**src/rtl/vga_idx_pkg.sv**
```systemverilog
package vga_idx_pkg;

    localparam logic [15:0] PORT_SEQ_IDX = 16'h03C4;
    localparam logic [15:0] PORT_SEQ_DAT = 16'h03C5;
    localparam logic [15:0] PORT_GFX_IDX = 16'h03CE;
    localparam logic [15:0] PORT_GFX_DAT = 16'h03CF;

    typedef enum logic [1:0] {
        IDLE_UNINIT = 2'd0,
        CACHE_ON    = 2'd1,
        CACHE_OFF   = 2'd2
    } cache_st_t;

    // implemented-bit masks, sequencer file
    function automatic logic [7:0] seq_keep(input logic [3:0] i);
        case (i)
            4'd0:    return 8'h03;
            4'd1:    return 8'h3D;
            4'd2:    return 8'h0F;
            4'd3:    return 8'h3F;
            4'd4:    return 8'h0E;
            4'd7:    return 8'hFF;
            default: return 8'h00;
        endcase
    endfunction

    // implemented-bit masks, graphics file
    function automatic logic [7:0] gfx_keep(input logic [3:0] i);
        case (i)
            4'd3:    return 8'h1F;
            4'd4:    return 8'h03;
            4'd5:    return 8'h7B;
            4'd8:    return 8'hFF;
            default: return 8'h0F;
        endcase
    endfunction

endpackage

```
**src/rtl/vga_reg_bank.sv**
```systemverilog
module vga_reg_bank
    import vga_idx_pkg::*;
#(
    parameter int DEPTH  = 8,
    parameter bit IS_GFX = 1'b0,
    parameter int LANES  = 2
) (
    input  logic                 clk,
    input  logic                 rst_n,
    input  logic [LANES-1:0]     idx_we,
    input  logic [LANES-1:0]     dat_we,
    input  logic [LANES*8-1:0]   lane_byte,
    output logic [DEPTH*8-1:0]   regs_flat,
    output logic [DEPTH*8-1:0]   regs_next_flat,
    output logic [LANES-1:0]     lane_miss
);

    localparam logic [7:0] LIMIT = 8'(DEPTH);

    logic [7:0] keep [DEPTH];
    logic [7:0] regs_q [DEPTH];
    logic [7:0] regs_n [DEPTH];
    logic [7:0] idx_q, idx_n;

    for (genvar g = 0; g < DEPTH; g++) begin : g_keep
        assign keep[g] = IS_GFX ? gfx_keep(4'(g)) : seq_keep(4'(g));
        assign regs_flat[g*8 +: 8]      = regs_q[g];
        assign regs_next_flat[g*8 +: 8] = regs_n[g];
    end

    // lanes are applied in order: a later lane sees an index set by an earlier one
    always_comb begin
        idx_n     = idx_q;
        lane_miss = '0;
        for (int e = 0; e < DEPTH; e++) regs_n[e] = regs_q[e];
        for (int l = 0; l < LANES; l++) begin
            if (idx_we[l]) begin
                idx_n = lane_byte[l*8 +: 8];
            end else if (dat_we[l]) begin
                if (idx_n >= LIMIT) lane_miss[l] = 1'b1;
                for (int e = 0; e < DEPTH; e++)
                    if (idx_n == 8'(e)) regs_n[e] = lane_byte[l*8 +: 8] & keep[e];
            end
        end
    end

    always_ff @(posedge clk) begin
        if (!rst_n) begin
            idx_q <= '0;
            for (int e = 0; e < DEPTH; e++) regs_q[e] <= '0;
        end else begin
            idx_q <= idx_n;
            for (int e = 0; e < DEPTH; e++) regs_q[e] <= regs_n[e];
        end
    end

endmodule

```
**src/rtl/vga_cache_fsm.sv**
```systemverilog
module vga_cache_fsm
    import vga_idx_pkg::*;
(
    input  logic      clk,
    input  logic      rst_n,
    input  logic      mode_rise,
    input  logic      drop_req,
    output cache_st_t state
);

    cache_st_t state_q, state_n;

    always_ff @(posedge clk) begin
        if (!rst_n) state_q <= IDLE_UNINIT;
        else        state_q <= state_n;
    end

    always_comb begin
        state_n = state_q;
        unique case (state_q)
            IDLE_UNINIT: if (mode_rise) state_n = CACHE_ON;   // ARM
            CACHE_ON:    if (drop_req)  state_n = CACHE_OFF;  // DROP
            CACHE_OFF:   state_n = CACHE_OFF;
            default:     state_n = IDLE_UNINIT;
        endcase
    end

    assign state = state_q;

endmodule

```
**src/rtl/vga_idx_port.sv**
```systemverilog
module vga_idx_port
    import vga_idx_pkg::*;
#(
    parameter int SEQ_DEPTH = 8,
    parameter int GFX_DEPTH = 9,
    parameter int MODE_REG  = 7
) (
    input  logic                   clk,
    input  logic                   rst_n,
    input  logic                   io_wr,
    input  logic                   io_wide,
    input  logic [15:0]            io_port,
    input  logic [15:0]            io_data,
    input  logic                   cache_drop,
    output logic [SEQ_DEPTH*8-1:0] seq_regs,
    output logic [GFX_DEPTH*8-1:0] gfx_regs,
    output logic                   std_mode,
    output logic [1:0]             cache_state,
    output logic                   wr_unhandled
);

    localparam int LANES = 2;

    logic [LANES-1:0] lane_vld, seq_iw, seq_dw, gfx_iw, gfx_dw, other;
    logic [LANES-1:0] seq_miss, gfx_miss;
    logic [15:0]      lane_port [LANES];
    logic [SEQ_DEPTH*8-1:0] seq_next;
    logic [GFX_DEPTH*8-1:0] gfx_unused_next;
    logic std_q, std_n, unh_q;
    cache_st_t cst;

    assign lane_vld = {io_wr & io_wide, io_wr};

    for (genvar l = 0; l < LANES; l++) begin : g_lane
        assign lane_port[l] = io_port + 16'(l);
        assign seq_iw[l] = lane_vld[l] && lane_port[l] == PORT_SEQ_IDX;
        assign seq_dw[l] = lane_vld[l] && lane_port[l] == PORT_SEQ_DAT;
        assign gfx_iw[l] = lane_vld[l] && lane_port[l] == PORT_GFX_IDX;
        assign gfx_dw[l] = lane_vld[l] && lane_port[l] == PORT_GFX_DAT;
        assign other[l]  = lane_vld[l] && !(seq_iw[l] || seq_dw[l] || gfx_iw[l] || gfx_dw[l]);
    end

    vga_reg_bank #(.DEPTH(SEQ_DEPTH), .IS_GFX(1'b0), .LANES(LANES)) u_seq (
        .clk(clk), .rst_n(rst_n), .idx_we(seq_iw), .dat_we(seq_dw),
        .lane_byte(io_data), .regs_flat(seq_regs), .regs_next_flat(seq_next),
        .lane_miss(seq_miss)
    );

    vga_reg_bank #(.DEPTH(GFX_DEPTH), .IS_GFX(1'b1), .LANES(LANES)) u_gfx (
        .clk(clk), .rst_n(rst_n), .idx_we(gfx_iw), .dat_we(gfx_dw),
        .lane_byte(io_data), .regs_flat(gfx_regs), .regs_next_flat(gfx_unused_next),
        .lane_miss(gfx_miss)
    );

    assign std_n = (seq_next[MODE_REG*8 +: 8] == 8'h00);

    always_ff @(posedge clk) begin
        if (!rst_n) begin
            std_q <= 1'b0;
            unh_q <= 1'b0;
        end else begin
            if (io_wr) std_q <= std_n;
            unh_q <= |(seq_miss | gfx_miss | other);
        end
    end

    vga_cache_fsm u_fsm (
        .clk(clk), .rst_n(rst_n),
        .mode_rise(io_wr & std_n & ~std_q),
        .drop_req(cache_drop),
        .state(cst)
    );

    assign std_mode     = std_q;
    assign cache_state  = cst;
    assign wr_unhandled = unh_q;

endmodule

```
**config.mk**
```make
export PLATFORM = sky130hd
export DESIGN_NAME = vga_idx_port
export DESIGN_NICKNAME = d
export VERILOG_FILES = /design/src/rtl/vga_idx_pkg.sv /design/src/rtl/vga_reg_bank.sv /design/src/rtl/vga_cache_fsm.sv /design/src/rtl/vga_idx_port.sv
export SDC_FILE = /design/constraint.sdc
export NUM_CORES = 1
export LEC_CHECK = 0
export BUFFER_PORTS_ARGS = -buffer_cell sky130_fd_sc_hd__buf_4
export CELL_PAD_IN_SITES_DETAIL_PLACEMENT = 1
export CELL_PAD_IN_SITES_GLOBAL_PLACEMENT = 1
export CORE_ASPECT_RATIO = 0.8
export CORE_UTILIZATION = 41
export DETAILED_ROUTE_END_ITERATION = 6
export GPL_ROUTABILITY_DRIVEN = 0
export PLACE_DENSITY = 0.89
export SYNTH_ARGS = -nofsm -noshare
export SYNTH_HDL_FRONTEND = slang
export SYNTH_SLANG_ARGS = --single-unit
```
**constraint.sdc**
```tcl
create_clock -name clk -period 3.6 [get_ports clk]
set_input_delay 1.08 -clock clk [delete_from_list [all_inputs] [get_ports clk]]
set_output_delay 1.08 -clock clk [all_outputs]
set_load 0.005 [all_outputs]
```
### After elaboration in Yosys (flattened, before gate mapping)

Memory sizes are Yosys's and may differ from the RTL's.
Cells that the tools add are included.

* equality and inequality tests: 42
* bitwise operators: 23
* reductions and logical operators: 26
* add/subtract/negate cells: 1
* mux-type cells: 80
* $lt $le $gt $ge: 4

Operator list (number)
* 8-bit two-way mux: 55
* 72-bit two-way mux: 4
* 64-bit two-way mux: 4
* 16-bit by 10-bit equality test with 1-bit output (second input constant): 8
* 8-bit by 3-bit equality test with 1-bit output (second input constant): 16
* 8-bit by 2-bit equality test with 1-bit output (second input constant): 8
* 8-bit logical NOT: 5
* 8-bit by 1-bit equality test with 1-bit output (second input constant): 4
* 8-bit by 4-bit >= comparator with 1-bit output (second input constant): 4
* 1-bit OR: 17
* 16-bit by 1-bit adder with 16-bit output (second input constant): 1
* 8-bit by 4-bit equality test with 1-bit output (second input constant): 2
* 1-bit two-way mux: 14
* 1-bit logical AND: 10
* 1-bit logical OR: 6
* 2-bit case mux with 3 select lines: 1
* 2-bit two-way mux: 2
* 2-bit OR: 2
* 1-bit bitwise AND: 3
* 2-bit by 1-bit equality test with 1-bit output (second input constant): 1
* 2-bit equality test (second input constant): 1
* 1-bit logical NOT: 2
* 2-bit logical NOT: 1
* 2-bit by 1-bit != test with 1-bit output (second input constant): 1
* 4 further kinds: 4

* logic and storage cells: 183
* output and inout port bits: 140
* RAM bits: 136
* register bits: 20
* memories: 2

Memories
* u_gfx.regs_q: words 9, width 8, read ports 9, clocked after Yosys merged registers in 0, write ports 9, RTL line vga_reg_bank.sv:21 `logic [7:0] regs_q [DEPTH];`
* u_seq.regs_q: words 8, width 8, read ports 8, clocked after Yosys merged registers in 0, write ports 8, RTL line vga_reg_bank.sv:21

### Depth between registers and ports, before layout

* word-level depth: 12
* depth in mapped cells: 9
* mapped depth without buffers: 8

### Modules after synthesis

A second synthesis with hierarchy kept.

* cell total of the unflattened synthesis: 945
* area total of the unflattened synthesis: 8456.9 um2

Modules (own cells, without submodules)
* vga_reg_bank (u_gfx): area an instance 4339.2 um2, instances 1, cells each 470, sequential area each 1601.5 um2
* vga_reg_bank (u_seq): area an instance 3639.7 um2, instances 1, cells each 413, sequential area each 1441.4 um2
* vga_idx_port: area an instance 346.6 um2, instances 1, cells each 48, sequential area each 40.0 um2
* vga_cache_fsm: area an instance 131.4 um2, instances 1, cells each 14, sequential area each 40.0 um2

### Worst setup path after synthesis

OpenSTA, ideal clock, no wires.

* path type: input to register
* from: in io_port[2]
* to: mem u_gfx.regs_q[24][0] (netlist: u_gfx.regs_q[6][0])
* setup slack: 0.241 ns
* buffers on the path: 3
* data arrival time: 3.286 ns
* cell stages on the path: 9
* data required time: 3.526 ns
* library setup time: 0.074 ns
* path through: buf_2 and4_4 nand4_4 mux2_4 or4_1 buf_6 buf_8 nor3_4 mux2i_1

RTL lines
* start: declaration: RTL line vga_idx_port.sv:12 `input logic [15:0] io_port,`
* end: declaration: RTL line vga_reg_bank.sv:21

==> results.cfg <==
[run_status]
run_status = finished, final reports clean

[die]
rows = 43
core_um2 = 17430
die_area_um2 = 18400
initial_core_util_pct = 42.01
pin_count = 177
die-width_um = 151.4
die_h_um = 121.5

[setup_path]
ff2ff_setup_slack_ns = 0.94
crit_required_ns = 3.93
crit_chain = buf_4, nor4b_1, and4_1, buf_12, and3_1, o211ai_1, or3_1, a211oi_1
crit_path_max_fanout = 29
crit_path_max_incr_delay_ns = 0.58
cp-start-kind = primary input
r2r_end = u_gfx.regs_q[5][4]
cp_data_arrival_time_ns = 3.45
rr_startpoint = u_gfx.idx_q[6]
worstSetupEndpointType = flip-flop
reg2reg_depth = 6
startpoint = io_port[4]
critical_path_class = in2reg
crit_path_top_delay_cell = or3_1

[grt]
gr-usage-met1_pct = 37.39
grt_use_met2_pct = 45.23
grt_use_met3_pct = 7.453
grt_pass1_vias = 6970
antenna_found_initial = 0
grt_use_total_pct = 28.37
grt_max_degree = 43
top_usage_layer = met2
gr-total-overflow = 0
grt_pass1_wl_um = 39390

[clocking]
insertion_delay_ns = 0.44
ctsHtreeMaxLevel = 4
clock_path_buffers = 2
cts_setup_buffers = 0
cts_root_buffer = clkbuf_16
cts_tree = done
cts_made_buffers = 17
clkSinkCount = 156
cts_resized = 0
hold_buffers = 0
clkTransAtPathRegs_ns = 0.06

[drt]
wl_per_cell_um = 21.81
ant_nets = 0
vias_per_cell = 5.801
firstDrtPassIters = 5
drt-initial-drc-count = 505
vias = 6793
drt-total-wl_um = 25540
drc_errors = 0

[worst_hold_path]
hold_end = u_seq.regs_q[1][18]
min-delay-start = u_seq.regs_q[1][18]
holdCritPathClass = reg2reg
hold_depth = 1

[power_and_ir_drop]
leakagePower_nw = 4.216
seq_power_share_pct = 44.8
pwr_density_cell_nw_per_um2 = 402.0
p_int_mw = 2.974
p_sw_share_pct = 23.93
finalPower_mw = 3.910
power.share.clock_pct = 48.4
p_switching_uw = 935.8
combinationalPowerShare_pct = 6.9
ir_drop_mv = 0.2821

[flow_run]
maxCapViolCount = 0

[sta]
timing.slew.headroom_pct = 28.88
whs_ns = 0.4612
fmax_mhz = 320.5
setup_violations = 0
final_max_slew_viol_count = 0
tns_ns = 0
tightest_slew_ns = 1.037
finalCriticalPeriod_ns = 3.121
finalWorstSetupSlack_ns = 0.4794
clock_skew_ns = 0.01162
hold_viol_final = 0
rsz0062_at_grt = no
fin_crit_sh_pct = 86.68

[logic_synthesis]
synth_nets = 786
yosysSeqAreaShare_pct = 42.64
synth.top_cells.by_area = dfxtp_1 43%, mux2i_1 13%, mux2_2 7.2%, nand2_1 3.7%, a211oi_1 3.5%
synth_edf_count = 0
synth_commonest_cells = 156 x dfxtp_1, 92 x mux2i_1, 72 x nand2_1
synth_area_um2 = 7323
synth_top_cell_area_share_pct = 42.64
yosysWarningCount = 0
synth_largest_area_cell = dfxtp_1
ys_async_sr_fraction_pct = 0
synth_most_common_cell = dfxtp_1
yosys_most_used_dff = dfxtp_1
syn_inst = 746
ys_ff_latch = 156
syn_avg_cell_area_um2 = 9.817
synth_cell_type_count = 60

[placed_design]
post-place-ws_ns = 0.08996
port_buffers = 176
dp_hpwl_um = 17840

[finish]
drive_above_1_share_pct = 32.56
fin_util_pct = 55.79
nets = 973
antenna_cells = 0
areaGrowthSynthToFinish_pct = 32.80
[per-layer routing]
| metal | share of wire, % | vias to the layer above |
|---|---|---|
| met2 | 47 | 271 |
| met3 | 8.3 | 33 |
| li1 | - | 3124 |
| met5 | 0 | - |
| met1 | 43 | 3365 |
| met4 | 1.6 | 0 |
[sequential cells by signal, indices dropped and copies added (netlist names)]
register / count
u_gfx.regs_q: 72
u_seq.regs_q: 64
u_gfx.idx_q: 8
u_seq.idx_q: 8
u_fsm.state: 2
std_mode: 1
wr_unhandled: 1
[worst max path at each step]
| stage | endpoint | slack, ns | cells after the start |
|---|---|---|---|
| floorplan | u_gfx.regs_q[6][0] | 0.24 | 9 |
| global placement | u_gfx.regs_q[3][0] | 0.20 | 9 |
| detailed placement | u_seq.regs_q[0][0] | 0.09 | 9 |
| CTS | u_seq.regs_q[0][17] | 0.48 | 8 |
| global route | u_seq.regs_q[0][18] | 0.31 | 8 |
| finish | u_seq.regs_q[0][17] | 0.48 | 8 |
[power by group through the flow]
stage / Clock, mW / Combinational, mW / Sequential [mW]
2_1_floorplan: 0 / 0.136 / 1.79
3_3_place_gp: 0 / 0.256 / 1.79
3_5_place_dp: 0 / 0.262 / 1.79
4_1_cts: 1.92 / 0.264 / 1.75
5_1_grt: 1.99 / 0.290 / 1.75
6_report: 1.89 / 0.269 / 1.75
[cell families after synthesis]
logic type	Yosys count	synth area share [%]
AOI/OAI and AO/OA	95	9.465
xor gates and xnor gates	1	0.1196
adders and majority gates	3	0.5126
buffers and inverters	53	3.092
DFF	156	42.64
muxes	140	20.01
and+or+nand+nor	298	24.16
[cells in the final DEF, fill, tap and decap left out, types with 10 or more instances in the layout]
cell / count
nand2_1: 72
nor4_1: 14
buf_4: 209
nor2_1: 44
dfxtp_1: 156
clkbuf_16: 17
nor3b_1: 34
nand3_1: 12
o21ai_0: 17
mux2i_1: 92
nand4_1: 18
mux2_2: 47
and2_1: 28
or4_1: 10
a211oi_1: 34
[final cells by class]
cell class	count	area, um2
Clock buffer	21	460.4
Clock inverter	11	158.9
Fill cell	1954	7706
Inverter	5	18.77
Multi-Input combinational cell	537	3974
Sequential cell	156	3123
Tap cell	225	281.5
Timing Repair Buffer	216	1709
[metrics by stage]
step | cells | area, um2
6_report | 1171 | 9726
5_1_grt | 1171 | 9726
4_1_cts | 1171 | 9726
3_5_place_dp | 1139 | 9106
3_3_place_gp | 1139 | 9106
2_1_floorplan | 746 | 7323
[worst max-delay path: cells and delay by family]
family / cells / cell delay (ns)
AOI/OAI and AO/OA: 2 / 0.51
buffers and inverters: 2 / 0.34
and+or+nand+nor: 4 / 1.53
No activity file was read; power rests on OpenSTA's default activity.
